==> src/rtl/prbs_bist_pkg.sv <==
// Shared definitions for the PRBS packet self-test engine.
// Assumes the 15-bit register with taps at bits 14 and 13 (x^15 + x^14 + 1).
package prbs_bist_pkg;

    localparam int LFSR_W = 15;

    typedef logic [LFSR_W-1:0] lfsr_t;

    typedef enum logic [1:0] {
        GEN_IDLE = 2'd0,
        GEN_DATA = 2'd1,
        GEN_GAP  = 2'd2
    } gen_state_e;

    // Advance the register by one byte: eight shifts, each appending s[14]^s[13].
    function automatic lfsr_t lfsr_adv8(input lfsr_t s);
        lfsr_t t;
        t = s;
        for (int i = 0; i < 8; i++) begin
            t = {t[LFSR_W-2:0], t[LFSR_W-1] ^ t[LFSR_W-2]};
        end
        return t;
    endfunction

endpackage

==> src/rtl/prbs_cnt.sv <==
// Event counter for the checker statistics.
// Increments once per cycle when inc is high. At all-ones it either wraps to
// zero (wrap high) or holds. A synchronous clear has priority over inc.
module prbs_cnt #(
    parameter int W = 16
) (
    input  logic         clk,
    input  logic         rst_n,
    input  logic         clr,
    input  logic         inc,
    input  logic         wrap,
    output logic [W-1:0] q
);

    localparam logic [W-1:0] MAXV = {W{1'b1}};

    // Count, wrap or saturate, clear first.
    always_ff @(posedge clk) begin
        if (!rst_n || clr) begin
            q <= '0;
        end else if (inc) begin
            if (q == MAXV) begin
                q <= wrap ? '0 : MAXV;
            end else begin
                q <= q + W'(1);
            end
        end
    end

endmodule

==> src/rtl/prbs_gen.sv <==
// Packet generator: frames PRBS payload bytes into packets with idle gaps.
// Assumes configuration is held stable while a run is in progress. The
// register only advances on payload cycles, so the stream is seamless
// across gaps and across runs.
module prbs_gen
    import prbs_bist_pkg::*;
#(
    parameter int    LEN_W = 12,
    parameter int    GAP_W = 8,
    parameter int    PKT_W = 16,
    parameter lfsr_t SEED  = 15'h1ACE
) (
    input  logic             clk,
    input  logic             rst_n,
    input  logic             en,
    input  logic             cont,
    input  logic [LEN_W-1:0] len,
    input  logic [GAP_W-1:0] gap,
    input  logic [PKT_W-1:0] pkts,
    output logic             tx_valid,
    output logic [7:0]       tx_data,
    output logic             busy
);

    gen_state_e       state;
    lfsr_t            lfsr;
    lfsr_t            lfsr_nx;
    logic             en_q;
    logic [LEN_W-1:0] idx;
    logic [GAP_W-1:0] gcnt;
    logic [PKT_W-1:0] pcnt;
    logic [LEN_W-1:0] len_eff;
    logic [PKT_W-1:0] pkts_eff;

    // Zero length or packet count behaves as one.
    always_comb begin
        len_eff  = (len  == '0) ? LEN_W'(1) : len;
        pkts_eff = (pkts == '0) ? PKT_W'(1) : pkts;
        lfsr_nx  = lfsr_adv8(lfsr);
    end

    assign tx_valid = (state == GEN_DATA);
    assign tx_data  = lfsr_nx[7:0];
    assign busy     = (state != GEN_IDLE);

    // Run sequencer: start on enable edge, count bytes, gaps and packets.
    always_ff @(posedge clk) begin
        if (!rst_n) begin
            state <= GEN_IDLE;
            lfsr  <= SEED;
            en_q  <= 1'b0;
            idx   <= '0;
            gcnt  <= '0;
            pcnt  <= '0;
        end else begin
            en_q <= en;
            case (state)
                GEN_IDLE: begin
                    if (en && !en_q) begin
                        state <= GEN_DATA;
                        idx   <= '0;
                        pcnt  <= '0;
                    end
                end
                GEN_DATA: begin
                    lfsr <= lfsr_nx;
                    if (idx == len_eff - LEN_W'(1)) begin
                        idx <= '0;
                        if (!cont && pcnt == pkts_eff - PKT_W'(1)) begin
                            state <= GEN_IDLE;
                        end else begin
                            pcnt <= pcnt + PKT_W'(1);
                            gcnt <= '0;
                            state <= (gap == '0) ? GEN_DATA : GEN_GAP;
                        end
                    end else begin
                        idx <= idx + LEN_W'(1);
                    end
                end
                GEN_GAP: begin
                    if (gcnt == gap - GAP_W'(1)) begin
                        state <= GEN_DATA;
                    end else begin
                        gcnt <= gcnt + GAP_W'(1);
                    end
                end
                default: state <= GEN_IDLE;
            endcase
            if (!en) begin
                state <= GEN_IDLE;
            end
        end
    end

endmodule

==> src/rtl/prbs_chk.sv <==
// Self-synchronising PRBS checker with lock, sync-loss and statistics.
// While hunting it shifts received bytes into its predictor. While locked the
// predictor runs free. Counting happens only while locked.
module prbs_chk
    import prbs_bist_pkg::*;
#(
    parameter int CNT_W  = 16,
    parameter int LOCK_N = 4,
    parameter int LOSS_N = 8
) (
    input  logic             clk,
    input  logic             rst_n,
    input  logic             clr,
    input  logic             cont,
    input  logic             rx_valid,
    input  logic [7:0]       rx_data,
    output logic             lock,
    output logic             sync_lost,
    output logic [CNT_W-1:0] err_cnt,
    output logic [CNT_W-1:0] byte_cnt
);

    localparam int GOOD_W = $clog2(LOCK_N + 1);
    localparam int BAD_W  = $clog2(LOSS_N + 1);

    lfsr_t             st;
    lfsr_t             pred;
    logic              match;
    logic [GOOD_W-1:0] good;
    logic [BAD_W-1:0]  bad;
    logic              cnt_byte;
    logic              cnt_err;

    // Prediction of the current byte and its comparison.
    always_comb begin
        pred     = lfsr_adv8(st);
        match    = (rx_data == pred[7:0]);
        cnt_byte = rx_valid && lock;
        cnt_err  = cnt_byte && !match;
    end

    // Hunt/lock state machine with sticky loss flag.
    always_ff @(posedge clk) begin
        if (!rst_n || clr) begin
            st        <= '0;
            lock      <= 1'b0;
            sync_lost <= 1'b0;
            good      <= '0;
            bad       <= '0;
        end else if (rx_valid) begin
            if (!lock) begin
                st <= {st[LFSR_W-9:0], rx_data};
                if (match) begin
                    if (good == GOOD_W'(LOCK_N - 1)) begin
                        lock <= 1'b1;
                        good <= '0;
                        bad  <= '0;
                    end else begin
                        good <= good + GOOD_W'(1);
                    end
                end else begin
                    good <= '0;
                end
            end else if (match) begin
                st  <= pred;
                bad <= '0;
            end else if (bad == BAD_W'(LOSS_N - 1)) begin
                st        <= {{(LFSR_W-8){1'b0}}, rx_data};
                lock      <= 1'b0;
                sync_lost <= 1'b1;
                bad       <= '0;
                good      <= '0;
            end else begin
                st  <= pred;
                bad <= bad + BAD_W'(1);
            end
        end
    end

    prbs_cnt #(.W(CNT_W)) u_err_cnt (
        .clk  (clk),
        .rst_n(rst_n),
        .clr  (clr),
        .inc  (cnt_err),
        .wrap (cont),
        .q    (err_cnt)
    );

    prbs_cnt #(.W(CNT_W)) u_byte_cnt (
        .clk  (clk),
        .rst_n(rst_n),
        .clr  (clr),
        .inc  (cnt_byte),
        .wrap (cont),
        .q    (byte_cnt)
    );

endmodule

==> src/rtl/prbs_bist.sv <==
// Top of the PRBS packet self-test engine: an independent generator and
// checker sharing only the continuous-mode setting.
// Assumes rx_* is fed from a loopback of tx_* in normal use.
module prbs_bist
    import prbs_bist_pkg::*;
#(
    parameter int    LEN_W  = 12,
    parameter int    GAP_W  = 8,
    parameter int    PKT_W  = 16,
    parameter int    CNT_W  = 16,
    parameter int    LOCK_N = 4,
    parameter int    LOSS_N = 8,
    parameter lfsr_t SEED   = 15'h1ACE
) (
    input  logic             clk,
    input  logic             rst_n,
    input  logic             gen_en,
    input  logic             cfg_cont,
    input  logic [LEN_W-1:0] cfg_len,
    input  logic [GAP_W-1:0] cfg_gap,
    input  logic [PKT_W-1:0] cfg_pkts,
    output logic             tx_valid,
    output logic [7:0]       tx_data,
    output logic             gen_busy,
    input  logic             chk_clear,
    input  logic             rx_valid,
    input  logic [7:0]       rx_data,
    output logic             chk_lock,
    output logic             chk_sync_lost,
    output logic [CNT_W-1:0] err_cnt,
    output logic [CNT_W-1:0] byte_cnt
);

    prbs_gen #(
        .LEN_W(LEN_W),
        .GAP_W(GAP_W),
        .PKT_W(PKT_W),
        .SEED (SEED)
    ) u_gen (
        .clk     (clk),
        .rst_n   (rst_n),
        .en      (gen_en),
        .cont    (cfg_cont),
        .len     (cfg_len),
        .gap     (cfg_gap),
        .pkts    (cfg_pkts),
        .tx_valid(tx_valid),
        .tx_data (tx_data),
        .busy    (gen_busy)
    );

    prbs_chk #(
        .CNT_W (CNT_W),
        .LOCK_N(LOCK_N),
        .LOSS_N(LOSS_N)
    ) u_chk (
        .clk      (clk),
        .rst_n    (rst_n),
        .clr      (chk_clear),
        .cont     (cfg_cont),
        .rx_valid (rx_valid),
        .rx_data  (rx_data),
        .lock     (chk_lock),
        .sync_lost(chk_sync_lost),
        .err_cnt  (err_cnt),
        .byte_cnt (byte_cnt)
    );

endmodule

==> config.mk <==
export PLATFORM = sky130hd
export DESIGN_NAME = prbs_bist
export DESIGN_NICKNAME = d
export VERILOG_FILES = /design/src/rtl/prbs_bist_pkg.sv /design/src/rtl/prbs_cnt.sv /design/src/rtl/prbs_gen.sv /design/src/rtl/prbs_chk.sv /design/src/rtl/prbs_bist.sv
export SDC_FILE = /design/constraint.sdc
export NUM_CORES = 1
export LEC_CHECK = 0
export ABC_AREA = 1
export BUFFER_PORTS_ARGS = -buffer_cell sky130_fd_sc_hd__buf_2
export CORE_MARGIN = 2
export CORE_UTILIZATION = 50
export CTS_CLUSTER_SIZE = 40
export DETAILED_ROUTE_END_ITERATION = 10
export GPL_TIMING_DRIVEN = 0
export HOLD_SLACK_MARGIN = 0.03
export MAX_ROUTING_LAYER = met4
export PLACE_DENSITY = 0.73
export SLEW_MARGIN = 5
export SYNTH_ARGS = -nofsm -noshare
export SYNTH_HDL_FRONTEND = slang
export SYNTH_SLANG_ARGS = --single-unit
export TNS_END_PERCENT = 5
==> constraint.sdc <==
create_clock -name clk -period 2.79 [get_ports clk]
set_input_delay 0.558 -clock clk [delete_from_list [all_inputs] [get_ports clk]]
set_output_delay 0.558 -clock clk [all_outputs]
set_load 0.02 [all_outputs]
==> metrics.md <==
| Metric | Value |
|---|---|
| Critical Path Max Stage Delay | `0.27 ns` |
| Final Non-Filler Cells | `1380` |
| Max IR drop VDD | `0.000292 V` |
| RSZ-0062 raised after global routing | `yes` |
| Starting Density | `0.515` |
| Leak | `3.43 nW` |
| Dpl cells | `1351` |
| Worst Tran Pin Value | `0.696 ns` |
| Setup violators final | `0` |
| Detailed-route DRC error count | `0` |
| Largest area contributor in the netlist | `dfxtp_1` |
| Fin. Hold Viols | `0` |
| DP Area | `0.00789 mm²` |
| Worst path slowest cell | `ha_4` |
| Largest net degree at the start of global routing | `18` |
| Site Rows | `43` |
| Setup_tns | `0 ns` |
| Hold crit path type | `register to register` |
| Layout area overhead | `18.1%` |
| Commonest non-fill, non-tap cells in the layout | `nand2_1 (227), nor2_1 (116), inv_1 (111), dfxtp_1 (110), nand3_1 (89)` |
| Vias in the first global route | `6517` |
| Syn_area_per_cell | `6.68 µm²` |
| Crit end category | `register` |
| IO Port Bufs | `92` |
| Via count | `7304` |
| Top post-synthesis cells by area | `dfxtp_1 (31%), nand2_1 (12%), xor2_1 (8.5%), nor2_1 (6.5%), nand3_1 (6.2%)` |
| Yosys warnings | `0` |
| # H-tree levels | `3` |
| Vias per cell | `5.29` |
| Cts hold-fix bufs | `0` |
| Setup CP Type | `input port to register` |
| Most common cell after layout, fill and taps aside | `nand2_1` |
| Critical Path Source Type | `input port` |
| GRT Total Usage | `0.245` |
| Critical path's most frequent cell | `nor2_1` |
| Power per cell area | `417 mW/mm²` |
| Reg2Reg Depth | `9` |
| Slew Limit Fails | `0` |
| Root buf cell | `clkbuf_16` |
| N_diodes | `0` |
| DRT Pass-1 Iters | `6` |
| Core box area | `0.0140 mm²` |
| Crit path max fanout | `6` |
| Chip Width | `124 µm` |
| Post-synth cell types | `48` |
| Max Clock Skew | `0.00590 ns` |
| Buf/Inv on CP | `3` |
| Clk slew on worst S/H paths | `0.07 ns` |
| Worst Hold Slack | `0.445 ns` |
| Yosys reg bits | `110` |
| Antenna Violating Nets Remaining | `0` |
| MaxCap Viol Count | `0` |
| Die height | `124 µm` |
| FF-to-FF Start | `u_chk.u_byte_cnt.q[0]` |
| Fraction of registers with async set/reset | `0` |
| Cells after synthesis | `1079` |
| Final WL | `18300 µm` |
| Die area | `0.0154 mm²` |
| Initial antenna violation count | `0` |
| Crit path required time | `3.07 ns` |
| Layout cell share with drive strength beyond 1 | `0.166` |
| Post-synthesis sequential area ratio | `0.306` |
| Clk sinks | `110` |
| Hold path endpoint | `u_chk.good[2]` |
| Max Fclk | `365 MHz` |
| Final instance area | `0.00851 mm²` |
| CTS tree | `yes` |
| Clock buffer depth | `2` |
| Outcome | `complete, no violations` |
| Synth Cell Area | `0.00721 mm²` |
| Routability Congestion | `0.940` |
| Worst r2r dst | `u_chk.u_byte_cnt.q[11]` |
| Nets@finish | `1255` |
| First-pass GRT wire length | `29500 µm` |
| Period Utilization, post-route | `0.982` |
| DR WL/cell | `13.2 µm` |
| Net count after synthesis | `1139` |
| Grt total ovfl | `0` |
| Hold path cells | `2` |
| Initial drt markers | `558` |
| Slew Limit Headroom | `0.536` |
| CP delay by family, top | `simple AND/OR/NAND/NOR gates` |
| Synth Flop Type | `dfxtp_1` |
| Crit path time final | `2.74 ns` |
| Number of flops mapped to enable cells by yosys | `0` |
| R2R Setup Slk | `0.24 ns` |
| Worst path cell trace | `buf_2 > nor2_1 > nand2_2 > inv_2 > a21oi_4 > ha_4 > xor2_1 > nand2_1 > nor2_1 > nand2_1 > nor2_1 > nand3_1 > nor2_2 > nand3_2 > nor2_4 > nand3_4 > nand2_4 > clkbuf_16 > nand2_4 > a21oi_2` |
| Min-delay src | `u_chk.good[2]` |
| Skew-Pair Late Insertion Delay | `0.36 ns` |
| CP arrival | `3.02 ns` |
| Utilization after layout | `0.608` |
| CTS buffer count | `9` |
| DP HPWL | `13500 µm` |
| I/O Pins | `94` |
| Top cell type's share of synthesized area | `0.306` |
-- worst max path at each step --
stage           startpoint              to  slack (ns)  depth (start not counted)
2_1_floorplan  cfg_pkts[8]   u_gen.pcnt[8]        0.03                         21
3_3_place_gp   cfg_pkts[8]   u_gen.pcnt[8]       -0.45                         22
3_5_place_dp   cfg_pkts[8]   u_gen.pcnt[8]       -0.46                         22
4_1_cts        cfg_pkts[8]  u_gen.pcnt[12]       0.003                         22
5_1_grt         cfg_len[7]  u_gen.pcnt[11]       -0.13                         20
6_report        cfg_len[7]  u_gen.pcnt[11]        0.05                         20
-- power by group --
| group | leakage (nW) | switching, mW | internal [mW] | total [mW] |
|---|---|---|---|---|
| Sequential | 0.889 | 0.0217 | 1.60 | 1.62 |
| Combinational | 2.38 | 0.296 | 0.169 | 0.464 |
| Clock | 0.160 | 0.584 | 0.882 | 1.47 |
| Total | 3.43 | 0.902 | 2.65 | 3.55 |
-- cell families (layout without fill, tap and decap cells) --
group | Yosys count | count (layout) | synth area share
simple gates | 559 | 559 | 0.354
fa+ha+maj | 10 | 10 | 0.0174
xor+xnor | 95 | 95 | 0.117
flops | 110 | 110 | 0.306
buf+inv | 149 | 270 | 0.0823
compound gates | 156 | 156 | 0.124
-- cells in the mapped netlist (2+ instances only) --
| cell type | count |
|---|---|
| a211oi_1 | 2 |
| a21oi_1 | 74 |
| a21oi_2 | 10 |
| a221oi_1 | 2 |
| a31oi_1 | 15 |
| buf_1 | 2 |
| buf_6 | 2 |
| clkbuf_1 | 25 |
| dfxtp_1 | 110 |
| ha_1 | 10 |
| inv_1 | 111 |
| inv_2 | 6 |
| nand2_1 | 234 |
| nand2_2 | 13 |
| nand2_4 | 4 |
| nand3_1 | 89 |
| nand3_2 | 2 |
| nand3b_1 | 5 |
| nand4_1 | 28 |
| nor2_1 | 124 |
| nor2_2 | 7 |
| nor2_4 | 5 |
| nor3_1 | 29 |
| nor3_2 | 2 |
| nor3b_1 | 2 |
| nor4_1 | 7 |
| o21a_1 | 4 |
| o21ai_0 | 38 |
| o21ai_1 | 3 |
| o21bai_1 | 2 |
| or2_2 | 3 |
| xnor2_1 | 24 |
| xor2_1 | 70 |
-- stage by stage --
stage	setup slack, ns	power, mW
3_3_place_gp	-0.448	2.07
2_1_floorplan	0.0298	1.93
3_5_place_dp	-0.460	2.07
6_report	0.0491	3.55
5_1_grt	-0.125	3.70
4_1_cts	0.00280	3.53
-- final cells by class --
type	count	area, µm²
multi-input cells	820	4530
inverters	119	449
clock buffers	11	233
flip-flops and latches	110	2200
well taps	180	225
clock inverters	5	106
repair buffers	105	621
fillers	1359	5480
plain buffers	30	144
-- sequential cells by signal, indices dropped and copies added (netlist names) --
signal / count
u_chk.u_byte_cnt.q: 16
u_chk.u_err_cnt.q: 16
u_gen.pcnt: 16
u_chk.st: 15
u_gen.lfsr: 15
u_gen.idx: 12
u_gen.gcnt: 8
u_chk.bad: 4
u_chk.good: 3
u_gen.state: 2
u_chk.lock: 1
u_chk.sync_lost: 1
u_gen.en_q: 1
-- worst register-to-register path, stage by stage (launching register included) --
cell and delay (ns):
dfxtp_1 0.41, ha_1 0.21, nand3_1 0.12, nor3_1 0.33, nand3_1 0.15, nor2_1 0.11, nand2_1 0.08, nor3_1 0.51
inv_1 0.32, a31oi_1 0.24
-- per-layer routing --
layer / wire, µm / global-route usage / vias up
li1: - / - / 3771
met1: 8240 / 0.314 / 3308
met2: 8740 / 0.399 / 204
met3: 1020 / 0.0343 / 21
met4: 259 / 0.0779 / 0
met5: 0 / - / -
-- repair_timing --
action / 4_1_cts / 5_1_grt
setup buffers: 2 / 10
endpoints found under the setup margin: 29 / 37
cloned: 0 / 1
resized for setup: 2 / 41
pin swaps: 1 / 28
No activity file was read; power rests on OpenSTA's default activity.
